<file path="src/rtl/seg_xlate_pkg.sv">
package seg_xlate_pkg;

    localparam int NUM_DMAP = 4;
    localparam int NUM_IMAP = 2;
    localparam int MAP_W    = 16;

    // segment selectors in address bits 31:24
    localparam logic [7:0] SEL_PHYS_UNI = 8'h00;
    localparam logic [7:0] SEL_PHYS_INS = 8'h01;
    localparam logic [7:0] SEL_PHYS_DAT = 8'h02;
    localparam logic [7:0] SEL_LOG_DAT  = 8'h10;
    localparam logic [7:0] SEL_LOG_INS  = 8'h11;

    localparam logic [31:0] BASE_UNI  = 32'h0000_0000;
    localparam logic [31:0] BASE_INS  = 32'h0100_0000;
    localparam logic [31:0] BASE_DAT  = 32'h0200_0000;
    localparam logic [31:0] IO_WINDOW = 32'h0000_C000;

    // register window inside data memory
    localparam logic [15:0] WIN_IMAP        = 16'hFF00;
    localparam logic [15:0] WIN_DMAP        = 16'hFF08;
    localparam logic [15:0] WIN_DMAP2_ALIAS = 16'hFF04;
    localparam int          ALIAS_IDX       = 2;

    typedef logic [MAP_W-1:0] map_word_t;

    typedef struct packed {
        map_word_t [NUM_IMAP-1:0] imap;
        map_word_t [NUM_DMAP-1:0] dmap;
    } map_file_t;

    // one translation path result: room = bytes left to the boundary
    typedef struct packed {
        logic        fault;
        logic [31:0] phys;
        logic [31:0] room;
    } xlate_t;

    function automatic map_file_t boot_maps(input logic legacy);
        map_file_t m;
        m.dmap[0] = 16'h2000;
        m.dmap[1] = 16'h2000;
        m.dmap[3] = 16'h0000;
        if (legacy) begin
            m.imap[0] = 16'h0000;
            m.imap[1] = 16'h007F;
            m.dmap[2] = 16'h0000;
        end else begin
            m.imap[0] = 16'h1000;
            m.imap[1] = 16'h1000;
            m.dmap[2] = 16'h2000;
        end
        return m;
    endfunction

endpackage

</file>
<file path="src/rtl/seg_xlate_regs.sv">
module seg_xlate_regs
    import seg_xlate_pkg::*;
(
    input  logic      clk,
    input  logic      rst_n,
    input  logic      legacy_i,
    input  logic      wr_en_i,
    input  logic [15:0] wr_addr_i,
    input  map_word_t wr_data_i,
    output map_file_t maps_o
);

    map_file_t maps_d, maps_q;

    always_comb begin
        maps_d = maps_q;
        if (!rst_n) begin
            maps_d = boot_maps(legacy_i);
        end else if (wr_en_i) begin
            for (int k = 0; k < NUM_IMAP; k++) begin
                if (wr_addr_i == WIN_IMAP + 16'(2 * k)) maps_d.imap[k] = wr_data_i;
            end
            for (int k = 0; k < NUM_DMAP; k++) begin
                if (wr_addr_i == WIN_DMAP + 16'(2 * k)) maps_d.dmap[k] = wr_data_i;
            end
            // shadow address of one data map: same storage, second decode
            if (wr_addr_i == WIN_DMAP2_ALIAS) maps_d.dmap[ALIAS_IDX] = wr_data_i;
        end
    end

    always_ff @(posedge clk) begin
        maps_q <= maps_d;
    end

    assign maps_o = maps_q;

endmodule

</file>
<file path="src/rtl/seg_xlate_dpath.sv">
module seg_xlate_dpath
    import seg_xlate_pkg::*;
#(
    parameter int BLK_LG = 14
) (
    input  logic [23:0]               off_i,
    input  map_word_t [NUM_DMAP-1:0]  dmap_i,
    output xlate_t                    res_o
);

    localparam int          IDX_W     = $clog2(NUM_DMAP);
    localparam int          SPAN_LG   = BLK_LG + IDX_W;
    localparam logic [31:0] BLK_BYTES = 32'(1) << BLK_LG;

    logic [IDX_W-1:0] idx;
    logic [31:0]      boff;
    map_word_t        m;
    logic [1:0]       quarter;
    logic [3:0]       shamt;
    logic [3:0]       io_seg;
    logic [9:0]       segno;
    logic             unused_bits;

    assign unused_bits = ^{m[14], m[11:10]};

    always_comb begin
        idx     = off_i[SPAN_LG-1:BLK_LG];
        boff    = 32'(off_i[BLK_LG-1:0]);
        m       = dmap_i[idx];
        quarter = 2'(boff >> 12);
        shamt   = {2'(2'd3 - quarter), 2'b00};
        io_seg  = 4'(m >> shamt);
        segno   = m[9:0];

        res_o.fault = 1'b0;
        res_o.phys  = '0;
        res_o.room  = BLK_BYTES - boff;

        if (off_i[23:SPAN_LG] != '0) begin
            res_o.fault = 1'b1;
        end else if (m[15]) begin
            res_o.phys = BASE_DAT + {12'h000, io_seg, 16'h0000} + IO_WINDOW + boff;
        end else begin
            case (m[13:12])
                2'b00:   res_o.phys = BASE_UNI + (32'(segno) << BLK_LG) + boff;
                2'b01:   res_o.phys = BASE_INS + (32'(segno) << BLK_LG) + boff;
                2'b10:   res_o.phys = BASE_DAT + (32'(segno) << 16)
                                    + (32'(idx) << BLK_LG) + boff;
                default: res_o.fault = 1'b1;
            endcase
        end
    end

endmodule

</file>
<file path="src/rtl/seg_xlate_ipath.sv">
module seg_xlate_ipath
    import seg_xlate_pkg::*;
#(
    parameter int BLK_LG  = 17,
    parameter int TEST_LG = 11
) (
    input  logic [23:0]               off_i,
    input  map_word_t [NUM_IMAP-1:0]  imap_i,
    output xlate_t                    res_o
);

    localparam int          IDX_W      = $clog2(NUM_IMAP);
    localparam int          SPAN_LG    = BLK_LG + IDX_W;
    localparam logic [31:0] BLK_BYTES  = 32'(1) << BLK_LG;
    localparam logic [31:0] TEST_BYTES = 32'(1) << TEST_LG;

    logic [IDX_W-1:0]   idx;
    logic [31:0]        boff;
    logic [TEST_LG-1:0] toff;
    map_word_t          m;
    logic               unused_bits;

    assign unused_bits = ^{m[15:14], m[11:7]};

    always_comb begin
        idx  = off_i[SPAN_LG-1:BLK_LG];
        boff = 32'(off_i[BLK_LG-1:0]);
        toff = off_i[TEST_LG-1:0];
        m    = imap_i[idx];

        res_o.fault = 1'b0;
        res_o.phys  = '0;
        res_o.room  = BLK_BYTES - boff;

        if (off_i[23:SPAN_LG] != '0) begin
            res_o.fault = 1'b1;
        end else begin
            case (m[13:12])
                2'b00: res_o.phys = BASE_UNI + (32'(m[6:0]) << BLK_LG) + boff;
                2'b01: res_o.phys = BASE_INS + (32'(idx) << BLK_LG) + boff;
                2'b11: begin
                    res_o.phys = BASE_INS + 32'(toff);
                    res_o.room = TEST_BYTES - 32'(toff);
                end
                default: res_o.fault = 1'b1;
            endcase
        end
    end

endmodule

</file>
<file path="src/rtl/seg_xlate.sv">
module seg_xlate
    import seg_xlate_pkg::*;
#(
    parameter int LEN_W   = 18,
    parameter int DBLK_LG = 14,
    parameter int IBLK_LG = 17,
    parameter int PSEG_LG = 17,
    parameter int TEST_LG = 11
) (
    input  logic             clk,
    input  logic             rst_n,
    input  logic             legacy_i,
    input  logic [31:0]      addr_i,
    input  logic [LEN_W-1:0] len_i,
    input  logic             wr_en_i,
    input  logic [15:0]      wr_addr_i,
    input  logic [15:0]      wr_data_i,
    output logic [31:0]      phys_o,
    output logic [LEN_W-1:0] grant_o,
    output logic             fault_o
);

    localparam logic [31:0] PSEG_BYTES = 32'(1) << PSEG_LG;

    map_file_t   maps_q;
    xlate_t      dres, ires, pick;
    logic [7:0]  sel;
    logic [23:0] off;

    assign sel = addr_i[31:24];
    assign off = addr_i[23:0];

    seg_xlate_regs u_regs (
        .clk       (clk),
        .rst_n     (rst_n),
        .legacy_i  (legacy_i),
        .wr_en_i   (wr_en_i),
        .wr_addr_i (wr_addr_i),
        .wr_data_i (wr_data_i),
        .maps_o    (maps_q)
    );

    seg_xlate_dpath #(.BLK_LG(DBLK_LG)) u_dpath (
        .off_i  (off),
        .dmap_i (maps_q.dmap),
        .res_o  (dres)
    );

    seg_xlate_ipath #(.BLK_LG(IBLK_LG), .TEST_LG(TEST_LG)) u_ipath (
        .off_i  (off),
        .imap_i (maps_q.imap),
        .res_o  (ires)
    );

    always_comb begin
        case (sel)
            SEL_PHYS_UNI, SEL_PHYS_INS, SEL_PHYS_DAT: begin
                pick.fault = 1'b0;
                pick.phys  = addr_i;
                pick.room  = PSEG_BYTES - 32'(addr_i[PSEG_LG-1:0]);
            end
            SEL_LOG_DAT: pick = dres;
            SEL_LOG_INS: pick = ires;
            default: begin
                pick.fault = 1'b1;
                pick.phys  = '0;
                pick.room  = '0;
            end
        endcase

        if (pick.fault) begin
            fault_o = 1'b1;
            phys_o  = '0;
            grant_o = '0;
        end else begin
            fault_o = 1'b0;
            phys_o  = pick.phys;
            grant_o = (32'(len_i) > pick.room) ? LEN_W'(pick.room) : len_i;
        end
    end

endmodule

</file>
<file path="config.mk">
export PLATFORM = sky130hd
export DESIGN_NAME = seg_xlate
export DESIGN_NICKNAME = d
export VERILOG_FILES = /design/src/rtl/seg_xlate_pkg.sv /design/src/rtl/seg_xlate_regs.sv /design/src/rtl/seg_xlate_dpath.sv /design/src/rtl/seg_xlate_ipath.sv /design/src/rtl/seg_xlate.sv
export SDC_FILE = /design/constraint.sdc
export NUM_CORES = 1
export LEC_CHECK = 0
export ABC_CLOCK_PERIOD_IN_PS = 4600
export BUFFER_PORTS_ARGS = -buffer_cell sky130_fd_sc_hd__buf_2
export CORE_MARGIN = 1.5
export CORE_UTILIZATION = 54
export DETAILED_ROUTE_END_ITERATION = 10
export PLACE_DENSITY_LB_ADDON = 0.25
export SYNTH_ARGS = -nofsm -noshare
export SYNTH_HDL_FRONTEND = slang
export SYNTH_SLANG_ARGS = --single-unit
</file>
<file path="constraint.sdc">
create_clock -name clk -period 4.6 [get_ports clk]
set_input_delay 0.23 -clock clk [delete_from_list [all_inputs] [get_ports clk]]
set_output_delay 0.23 -clock clk [all_outputs]
set_load 0.03 [all_outputs]
</file>
# Yosys cells after proc, flatten, opt, wreduce, memory -nomap -nowiden
# Cells that the tools add are included.
[word_totals]
wordCells = 91
register_bits = 92
input_bits = 86
output_inout_bits = 51
[classes]
eq_ne = 19
n_shift = 1
reduce_logical = 14
magnitude_cmp = 3
add_sub_neg = 17
n_mux = 31
[op_table]
columns = ["operator", "n"]
rows = [
  ["$pmux 65 s3", 1],
  ["$pmux 32 s3", 2],
  ["$mux 94", 2],
  ["$mux 32", 4],
  ["$eq 16x16->1 const B", 7],
  ["$mux 16", 7],
  ["$add 32x14->32", 3],
  ["$mux 64", 1],
  ["$mux 14", 4],
  ["$mux 18", 2],
  ["$add 32x16->32", 1],
  ["$add 32x16->32 const B", 1],
  ["$add 32x17->32", 1],
  ["$bmux 16 s2", 1],
  ["$gt 18x32->1", 1],
  ["$mux 29", 1],
  ["$add 26x20->27 const A", 1],
  ["$add 26x26->27 const A", 1],
  ["$add 25x11->26 const A", 1],
  ["$add 25x18->26 const A", 1],
  ["$add 25x24->26 const A", 1],
  ["$add 24x14->25", 1],
  ["$add 24x17->25", 1],
  ["$sub 18x17->19 const A", 1],
  ["20 further kinds", 38],
]

# Logic depth before layout (Yosys ltp)
# Gate-level depths: netlist (run 1).
[depth]
word_depth = 12
mapped_depth = 16
mapped_depth_nobuf = 14

# Cells and area by module
# A second synthesis (run 1) with hierarchy kept.
[unflattened]
hier_cells = 912
hier_area_um2 = 8037.7
[modules_own_cells]
columns = ["module", "area_each_um2", "n_inst", "cells_per_inst", "seq_area_each_um2"]
rows = [
  ["seg_xlate_regs", 3543.4, 1, 274, 2402.3],
  ["seg_xlate", 2232.1, 1, 348, 0.0],
  ["seg_xlate_dpath", 1380.1, 1, 164, 0.0],
  ["seg_xlate_ipath", 882.1, 1, 126, 0.0],
]

# Least setup slack after synthesis (run 1)
# Ideal clock, no wire load.
[synth_path]
path_kind = "input to output"
startpoint = "input port addr_i[0]"
endpoint = "output port grant_o[14]"
path_buffers = 1
setup_slack_ns = 0.174
arrival_time_ns = 4.196
cell_stages = 15
cell_sequence = "inv_1 > ha_1 > nor3b_1 > nand3_1 > or3_1 > nor3_1 > a21oi_1 > ha_1 > and4_1 > nand3_1 > a211o_1 > a311oi_1 > clkbuf_1 > nor2_1 > a211oi_1"
[synth_via]
elab_chain_cells = 7
word_cells_on_any_way = 9
cone_classes = "add/sub: 3; order compare: 1; mux: 5"
[synth_lines]
columns = ["element", "line_no", "text"]
rows = [
  ["from (decl)", "seg_xlate.sv:13", "input logic [31:0] addr_i,"],
  ["$sub 18x17->19 or $sub 12x11->13 (tied branches)", "seg_xlate_ipath.sv:33, seg_xlate.sv:60, seg_xlate_ipath.sv:43", ""],
  ["$mux 32", "seg_xlate_ipath.sv:38", "case (m[13:12])"],
  ["$mux 64", "seg_xlate_ipath.sv:35", "if (off_i[23:SPAN_LG] != '0) begin"],
  ["$pmux 65 s3 (*)", "seg_xlate.sv:56", "case (sel)"],
  ["$gt 18x32->1", "seg_xlate.sv:78", "grant_o = (32'(len_i) > pick.room) ? LEN_W'(pick.room) : len_i;"],
  ["$mux 18 (*)", "seg_xlate.sv:78", ""],
  ["$mux 18 (*)", "seg_xlate.sv:71", "if (pick.fault) begin"],
  ["to (decl)", "seg_xlate.sv:19", "output logic [LEN_W-1:0] grant_o,"],
]
# Mark *: on every way between the ends. The rest lies on a longest branch, timed or not.

# Worst setup path after layout (run 1)
[layout_path]
startpoint = "register u_regs.maps_o[93] (netlist name)"
endpoint = "output port grant_o[11]"
[layout_via]
elab_chain_cells = 9
word_cells_on_any_way = 14
cone_classes = "order compare: 1; eq/ne: 2; mux: 9; reduce/logical: 2"
[layout_lines]
columns = ["element", "line_no", "text"]
rows = [
  ["$mux 14 (implied by the code) (*) (2 in a row)", "seg_xlate_ipath.sv:29", "m = imap_i[idx];"],
  ["$eq 2x2->1", "seg_xlate_ipath.sv:38", ""],
  ["$mux 32", "seg_xlate_ipath.sv:38", ""],
  ["$mux 64", "seg_xlate_ipath.sv:35", ""],
  ["$pmux 65 s3 (*)", "seg_xlate.sv:56", ""],
  ["$gt 18x32->1", "seg_xlate.sv:78", ""],
  ["$mux 18", "seg_xlate.sv:78", ""],
  ["$mux 18 (*)", "seg_xlate.sv:71", ""],
]
# Mark *: on every way between the ends. The rest lies on a longest branch, timed or not. The select of a mux whose other input is x is not followed.

==> flow_metrics.py, run 1 <==
metrics = {
    "die": {
        "fp.dieH_microns": 104,
        "num_rows": 36,
        "core_area_sq_mm": 0.00986,
        "start_util_pct": 56.3,
        "dieArea_sq_mm": 0.0109,
        "die_w_microns": 104,
        "io_pins": 137,
    },
    "synth": {
        "synth_area_per_cell_sq_um": 8.44,
        "ys_ff_latch": 82,
        "synth_top_area_share_pct": 18.4,
        "yosysTopAreaCell": "edfxtp_1",
        "netlist_area_sq_mm": 0.00556,
        "ys_async_sr_fraction_pct": 0,
        "syn-instance-count": 658,
        "synth_top_flop_cell": "dfxtp_1",
        "synth_warnings": 0,
        "synth-edff-count": 34,
        "ys_types": 59,
        "ys_seq_area_share_pct": 35.7,
        "ys_top_cells_by_area": "edfxtp_1 18%, dfxtp_1 17%, nand2_1 9.8%",
    },
    "place": {
        "port_buffers": 131,
        "dp_cells": 892,
        "routabilityCongestion": 0.944,
        "place_ws_ns": 0.528,
        "hpwlAfterDp_microns": 12300,
    },
    "flow_run": {
        "max_cap_viol_count": 0,
    },
    "sta": {
        "max_slew_margin_pct": 36.8,
        "timing.fmax_mhz": 233,
        "fin_ws_ns": 0.305,
        "fin_crit_ns": 4.29,
        "worstMarginPinSlew_ns": 0.949,
        "min_period_over_period_pct": 93.4,
        "rsz0062_at_grt": "no",
        "fin_tns_setup_ns": 0,
        "hold_violations": 0,
        "holdWs_ns": 0.151,
        "finClkSkew_ns": 0,
        "slew_violations": 0,
        "finalSetupViolations": 0,
    },
    "power_and_ir_drop": {
        "power_frac_seq_pct": 48.1,
        "intPower_mw": 1.23,
        "powerDensity_mw_per_mm2": 251,
        "power.leakage_nw": 2.71,
        "p_sw_mw": 0.419,
        "power_frac_comb_pct": 15.7,
        "vdd_drop_max_v": 0.000228,
        "swShare_pct": 25.5,
        "pwr-share-clk_pct": 36.2,
    },
    "critical_path": {
        "crit_required_ns": 4.37,
        "criticalPathCategory": "flip-flop to output pin",
        "arrival_ns": 4.06,
        "critPathCaptureType": "output pin",
        "path_max_fanout": 9,
        "start_kind": "flip-flop",
    },
    "finish": {
        "final_cells": 909,
        "layout_common_cells": "145 x nand2_1, 131 x buf_2, 48 x dfxtp_1",
        "areaGrowthSynthToFinish_pct": 18.0,
        "largest_reg_flops": 82,
        "mostFrequentLayoutCell": "nand2_1",
        "drive_above_1_share_pct": 24.5,
        "nets": 875,
    },
    "routing": {
        "wl_per_cell_microns": 18.1,
        "drtPass1Iterations": 5,
        "vias": 5471,
        "drt-initial-drc-count": 495,
        "routed_wirelength_microns": 16500,
        "drc_errors": 0,
        "viasPerCell": 6.02,
        "antenna_left": 0,
    },
    "clock_tree": {
        "clock_latency_ns": 0.34,
        "htreeDepth": 3,
        "post_cts_buffers": 0,
        "tritoncts": "done",
        "cts.sinks": 82,
        "cts_root_buf": "clkbuf_8",
        "cts_buffer_depth": 2,
        "cts_buffers": 9,
        "ctsResizeCount": 0,
        "clkTransAtPathRegs_ns": 0.09,
        "cts_hold_buf": 0,
    },
    "hold_path": {
        "hp-class": "input pin to flip-flop",
    },
    "outcome": {
        "outcome": "finished clean",
    },
    "grt": {
        "grt_overflow": 0,
        "track_usage_pct": 30.3,
        "grt_max_degree": 66,
        "grt_pass1_vias": 5412,
        "antenna_found_initial": 1,
        "grt_pass1_wl_microns": 26400,
    },
}
==> logic make-up (layout without fill, tap and decap cells) <==
kind of cell               after synthesis  in the layout  share of synthesized area (%)
AOI/OAI and AO/OA                      141            141                           17.3
xor gates and xnor gates                10             10                           1.58
adders and majority gates               19             19                           4.28
buffers and inverters                   77            190                           5.79
DFF                                     82             82                           35.7
muxes                                   34             34                           10.2
other                                    1              6                         0.0675
and+or+nand+nor                        294            294                           25.1
==> power groups by stage <==
stage	registers, mW	clock network, mW	logic, mW
2_1_floorplan	0.805	0	0.156
3_3_place_gp	0.807	0	0.249
3_5_place_dp	0.808	0	0.253
4_1_cts	0.791	0.595	0.255
5_1_grt	0.794	0.620	0.280
6_report	0.791	0.595	0.258
==> synthesized netlist by cell type, types with 6 or more instances <==
cell / n
mux2i_1: 13
nand2b_1: 22
or3_1: 8
xnor2_1: 9
a21boi_0: 43
ha_1: 19
nand4_1: 11
o21ai_0: 12
edfxtp_1: 34
and3_1: 14
mux4_2: 18
clkbuf_1: 36
a21oi_1: 32
inv_1: 29
nand2_1: 145
nand3_1: 27
nor3_1: 6
dfxtp_1: 48
nor2_1: 30
nor4_1: 10
==> path summary, 6_finish.rpt <==
path	start	to	slack, ns	cells past startpoint
setup reg to reg	u_regs.maps_o[12]	u_regs.maps_o[12]	3.86	2
hold / removal	wr_data_i[15]	u_regs.maps_o[63]	0.15	3
setup / recovery	u_regs.maps_o[93]	grant_o[11]	0.31	14
hold reg to reg	u_regs.maps_o[58]	u_regs.maps_o[58]	0.46	2
==> critical path, stage by stage (launching register included) <==
cell and delay, ns:
edfxtp_1 0.44, and3_1 0.23, o211ai_1 0.36, nand2_1 0.10, a21oi_1 0.35, nand2_1 0.11
ha_1 0.33, and4_1 0.24, nand3_1 0.12, a211o_1 0.32, a311oi_4 0.37, buf_4 0.25
nand4_1 0.11, a21oi_1 0.18, buf_2 0.22
==> routing by layer <==
| layer | global-route usage [%] | share of wire [%] | up-vias |
|---|---|---|---|
| li1 | - | - | 2568 |
| met1 | 37.2 | 40 | 2563 |
| met2 | 52.3 | 48 | 302 |
| met3 | 5.89 | 9.2 | 38 |
| met4 | 11.5 | 2.3 | 0 |
| met5 | 0 | 0 | - |
==> stage by stage <==
stage          instance area, sq um  utilization (%)  total power [mW]
2_1_floorplan                  5570                -             0.960
3_3_place_gp                   6320             64.1              1.06
3_5_place_dp                   6320             64.1              1.06
4_1_cts                        6560             66.5              1.64
5_1_grt                        6560             66.5              1.69
6_report                       6560             66.5              1.64
==> area by class of cell <==
class                           count  area (sq um)
Fill cell                         848          3310
Clock buffer                       12           156
Sequential cell                    82          1980
Antenna cell                        1          2.50
Clock inverter                      4          73.8
Multi-Input combinational cell    503          3310
Timing Repair Buffer              145           761
Inverter                           29           109
Tap cell                          133           166
Power figures use the tool's default switching activity.
==> run 2, diff against run 1 <==
- CORE_ASPECT_RATIO: default -> 2
==> run 2 against run 1 <==
  * Global-route usage up 1.2 points
  * Sequential power about the same
  * Final cell count unchanged
  * Sequential share of layout area down 0.19 points
  * Flip-flop and latch count unchanged
  * Maximum frequency down 0.23%
  * Design area up 0.65%
  * Worst hold slack better by 0.010 ns
  * Via count about the same
  * Clock skew unchanged
  * Non-clock buffer count down 1
  * Largest cell class unchanged
==> flow_metrics.py, run 2 (synthesis results as in run 1) <==
metrics = {
    "outcome": {
        "outcome": "finished clean",
    },
    "grt": {
        "grt_overflow": 0,
        "track_usage_pct": 31.5,
        "antenna_found_initial": 0,
        "grt_pass1_vias": 5230,
        "grt_pass1_wl_microns": 26000,
        "grt_max_degree": 66,
    },
    "sta": {
        "worstMarginPinSlew_ns": 1.03,
        "fin_crit_ns": 4.30,
        "finalSetupViolations": 0,
        "slew_violations": 0,
        "hold_violations": 0,
        "fin_ws_ns": 0.295,
        "timing.fmax_mhz": 232,
        "min_period_over_period_pct": 93.6,
        "max_slew_margin_pct": 31.0,
        "fin_tns_setup_ns": 0,
        "rsz0062_at_grt": "no",
        "finClkSkew_ns": 0,
    },
    "critical_path": {
        "crit_required_ns": 4.37,
        "r2r_cells": 2,
        "crit_cells": 15,
        "criticalPathCategory": "input pin to output pin",
        "start_kind": "input pin",
        "path_cells": "buf_2 -> or4_4 -> or2_2 -> or3_1 -> nand2_1 -> nand3_1 -> ha_1 -> and3_1 -> nand3_1 -> a211o_1 -> a311oi_4 -> buf_4 -> mux2_2 -> nor2_1 -> buf_2",
        "slowest_stage": "or4_4",
        "worst-path-buf-inv": 3,
        "cpPeakStageDelay_ns": 0.55,
        "arrival_ns": 4.07,
        "path_max_fanout": 33,
        "critPathCaptureType": "output pin",
        "path_delay_family": "simple AND/OR/NAND/NOR gates",
    },
    "finish": {
        "nets": 874,
        "final_cells": 909,
        "largest_reg_flops": 82,
        "mostFrequentLayoutCell": "nand2_1",
        "areaGrowthSynthToFinish_pct": 18.8,
        "drive_above_1_share_pct": 24.8,
        "finish.utilization_pct": 65.4,
        "num_antenna_cells": 0,
        "layout_common_cells": "145 x nand2_1, 131 x buf_2, 48 x dfxtp_1",
        "fill_cells": 861,
    },
    "power_and_ir_drop": {
        "powerDensity_mw_per_mm2": 260,
        "total_power_mw": 1.72,
        "power.leakage_nw": 2.73,
        "vdd_drop_max_v": 0.000367,
    },
    "die": {
        "die_w_microns": 74.7,
        "num_rows": 52,
        "io_pins": 137,
        "core_area_sq_mm": 0.0101,
        "fp.dieH_microns": 146,
        "start_util_pct": 55.1,
        "dieArea_sq_mm": 0.0109,
    },
    "routing": {
        "routed_wirelength_microns": 16800,
        "drc_errors": 0,
        "wl_per_cell_microns": 18.5,
        "drt-initial-drc-count": 329,
        "viasPerCell": 6.01,
        "drtPass1Iterations": 5,
        "antenna_left": 0,
        "vias": 5466,
    },
    "clock_tree": {
        "clock_latency_ns": 0.33,
        "htreeDepth": 3,
        "cts_buffer_depth": 2,
        "cts_root_buf": "clkbuf_16",
        "cts_hold_buf": 0,
        "cts_buffers": 9,
        "tritoncts": "done",
        "cts.sinks": 82,
        "clkTransAtPathRegs_ns": 0.06,
    },
    "hold_path": {
        "hold_depth": 3,
        "hp-class": "input pin to flip-flop",
    },
    "place": {
        "port_buffers": 131,
        "dp_cells": 893,
        "hpwlAfterDp_microns": 12700,
        "place_ws_ns": 0.402,
        "routabilityCongestion": 0.982,
    },
    "flow_run": {
        "max_cap_viol_count": 0,
    },
}
==> run 2: tightest hold or removal path: cells and delay by family <==
| family | cells | cell delay, ns |
|---|---|---|
| AND/OR/NAND/NOR | 1 | 0.05 |
| AO/OA/AOI/OAI | 1 | 0.05 |
| buffers and inverters | 1 | 0.12 |
==> run 2: where the power goes <==
group	internal [mW]	switching (mW)
clock	0.369	0.294
combinational	0.102	0.158
sequential	0.783	0.00904
total	1.25	0.461
==> run 2: stage by stage <==
stage / hold WS, ns / area, sq um
2_1_floorplan: 0.354 / 5570
3_3_place_gp: 0.437 / 6320
3_5_place_dp: 0.449 / 6320
4_1_cts: 0.152 / 6600
5_1_grt: 0.159 / 6600
6_report: 0.162 / 6600
==> run 2: layout make-up <==
class                   count  area, sq um  share of cell area (%)
inverters                  29          109                    1.65
repair buffers            144          753                    11.4
clock buffers               9          225                    3.41
flip-flops and latches     82         1980                    30.0
clock inverters             7         51.3                   0.777
multi-input cells         503         3310                    50.2
well taps                 135          169                    2.56
==> run 2: worst paths after layout <==
kind | startpoint | to | slack (ns)
setup / recovery | addr_i[27] | grant_o[17] | 0.30
hold / removal | wr_data_i[10] | u_regs.maps_o[58] | 0.16
setup reg to reg | u_regs.maps_o[25] | u_regs.maps_o[25] | 3.92
hold reg to reg | u_regs.maps_o[58] | u_regs.maps_o[58] | 0.46
==> run 2: repair_timing <==
| action | CTS | global route |
|---|---|---|
| setup endpoints to repair | 0 | 3 |
| hold endpoints to repair | 0 | 0 |
| buffers inserted | 0 | 0 |
| resized for setup | 0 | 1 |
==> run 2: metal layers <==
layer / global-route usage (%) / vias to the layer above / wire [microns]
met5: 0 / - / 0
met4: 20.4 / 0 / 1100
met3: 4.90 / 67 / 943
met2: 56.9 / 278 / 8890
met1: 31.6 / 2558 / 5870
li1: - / 2563 / -
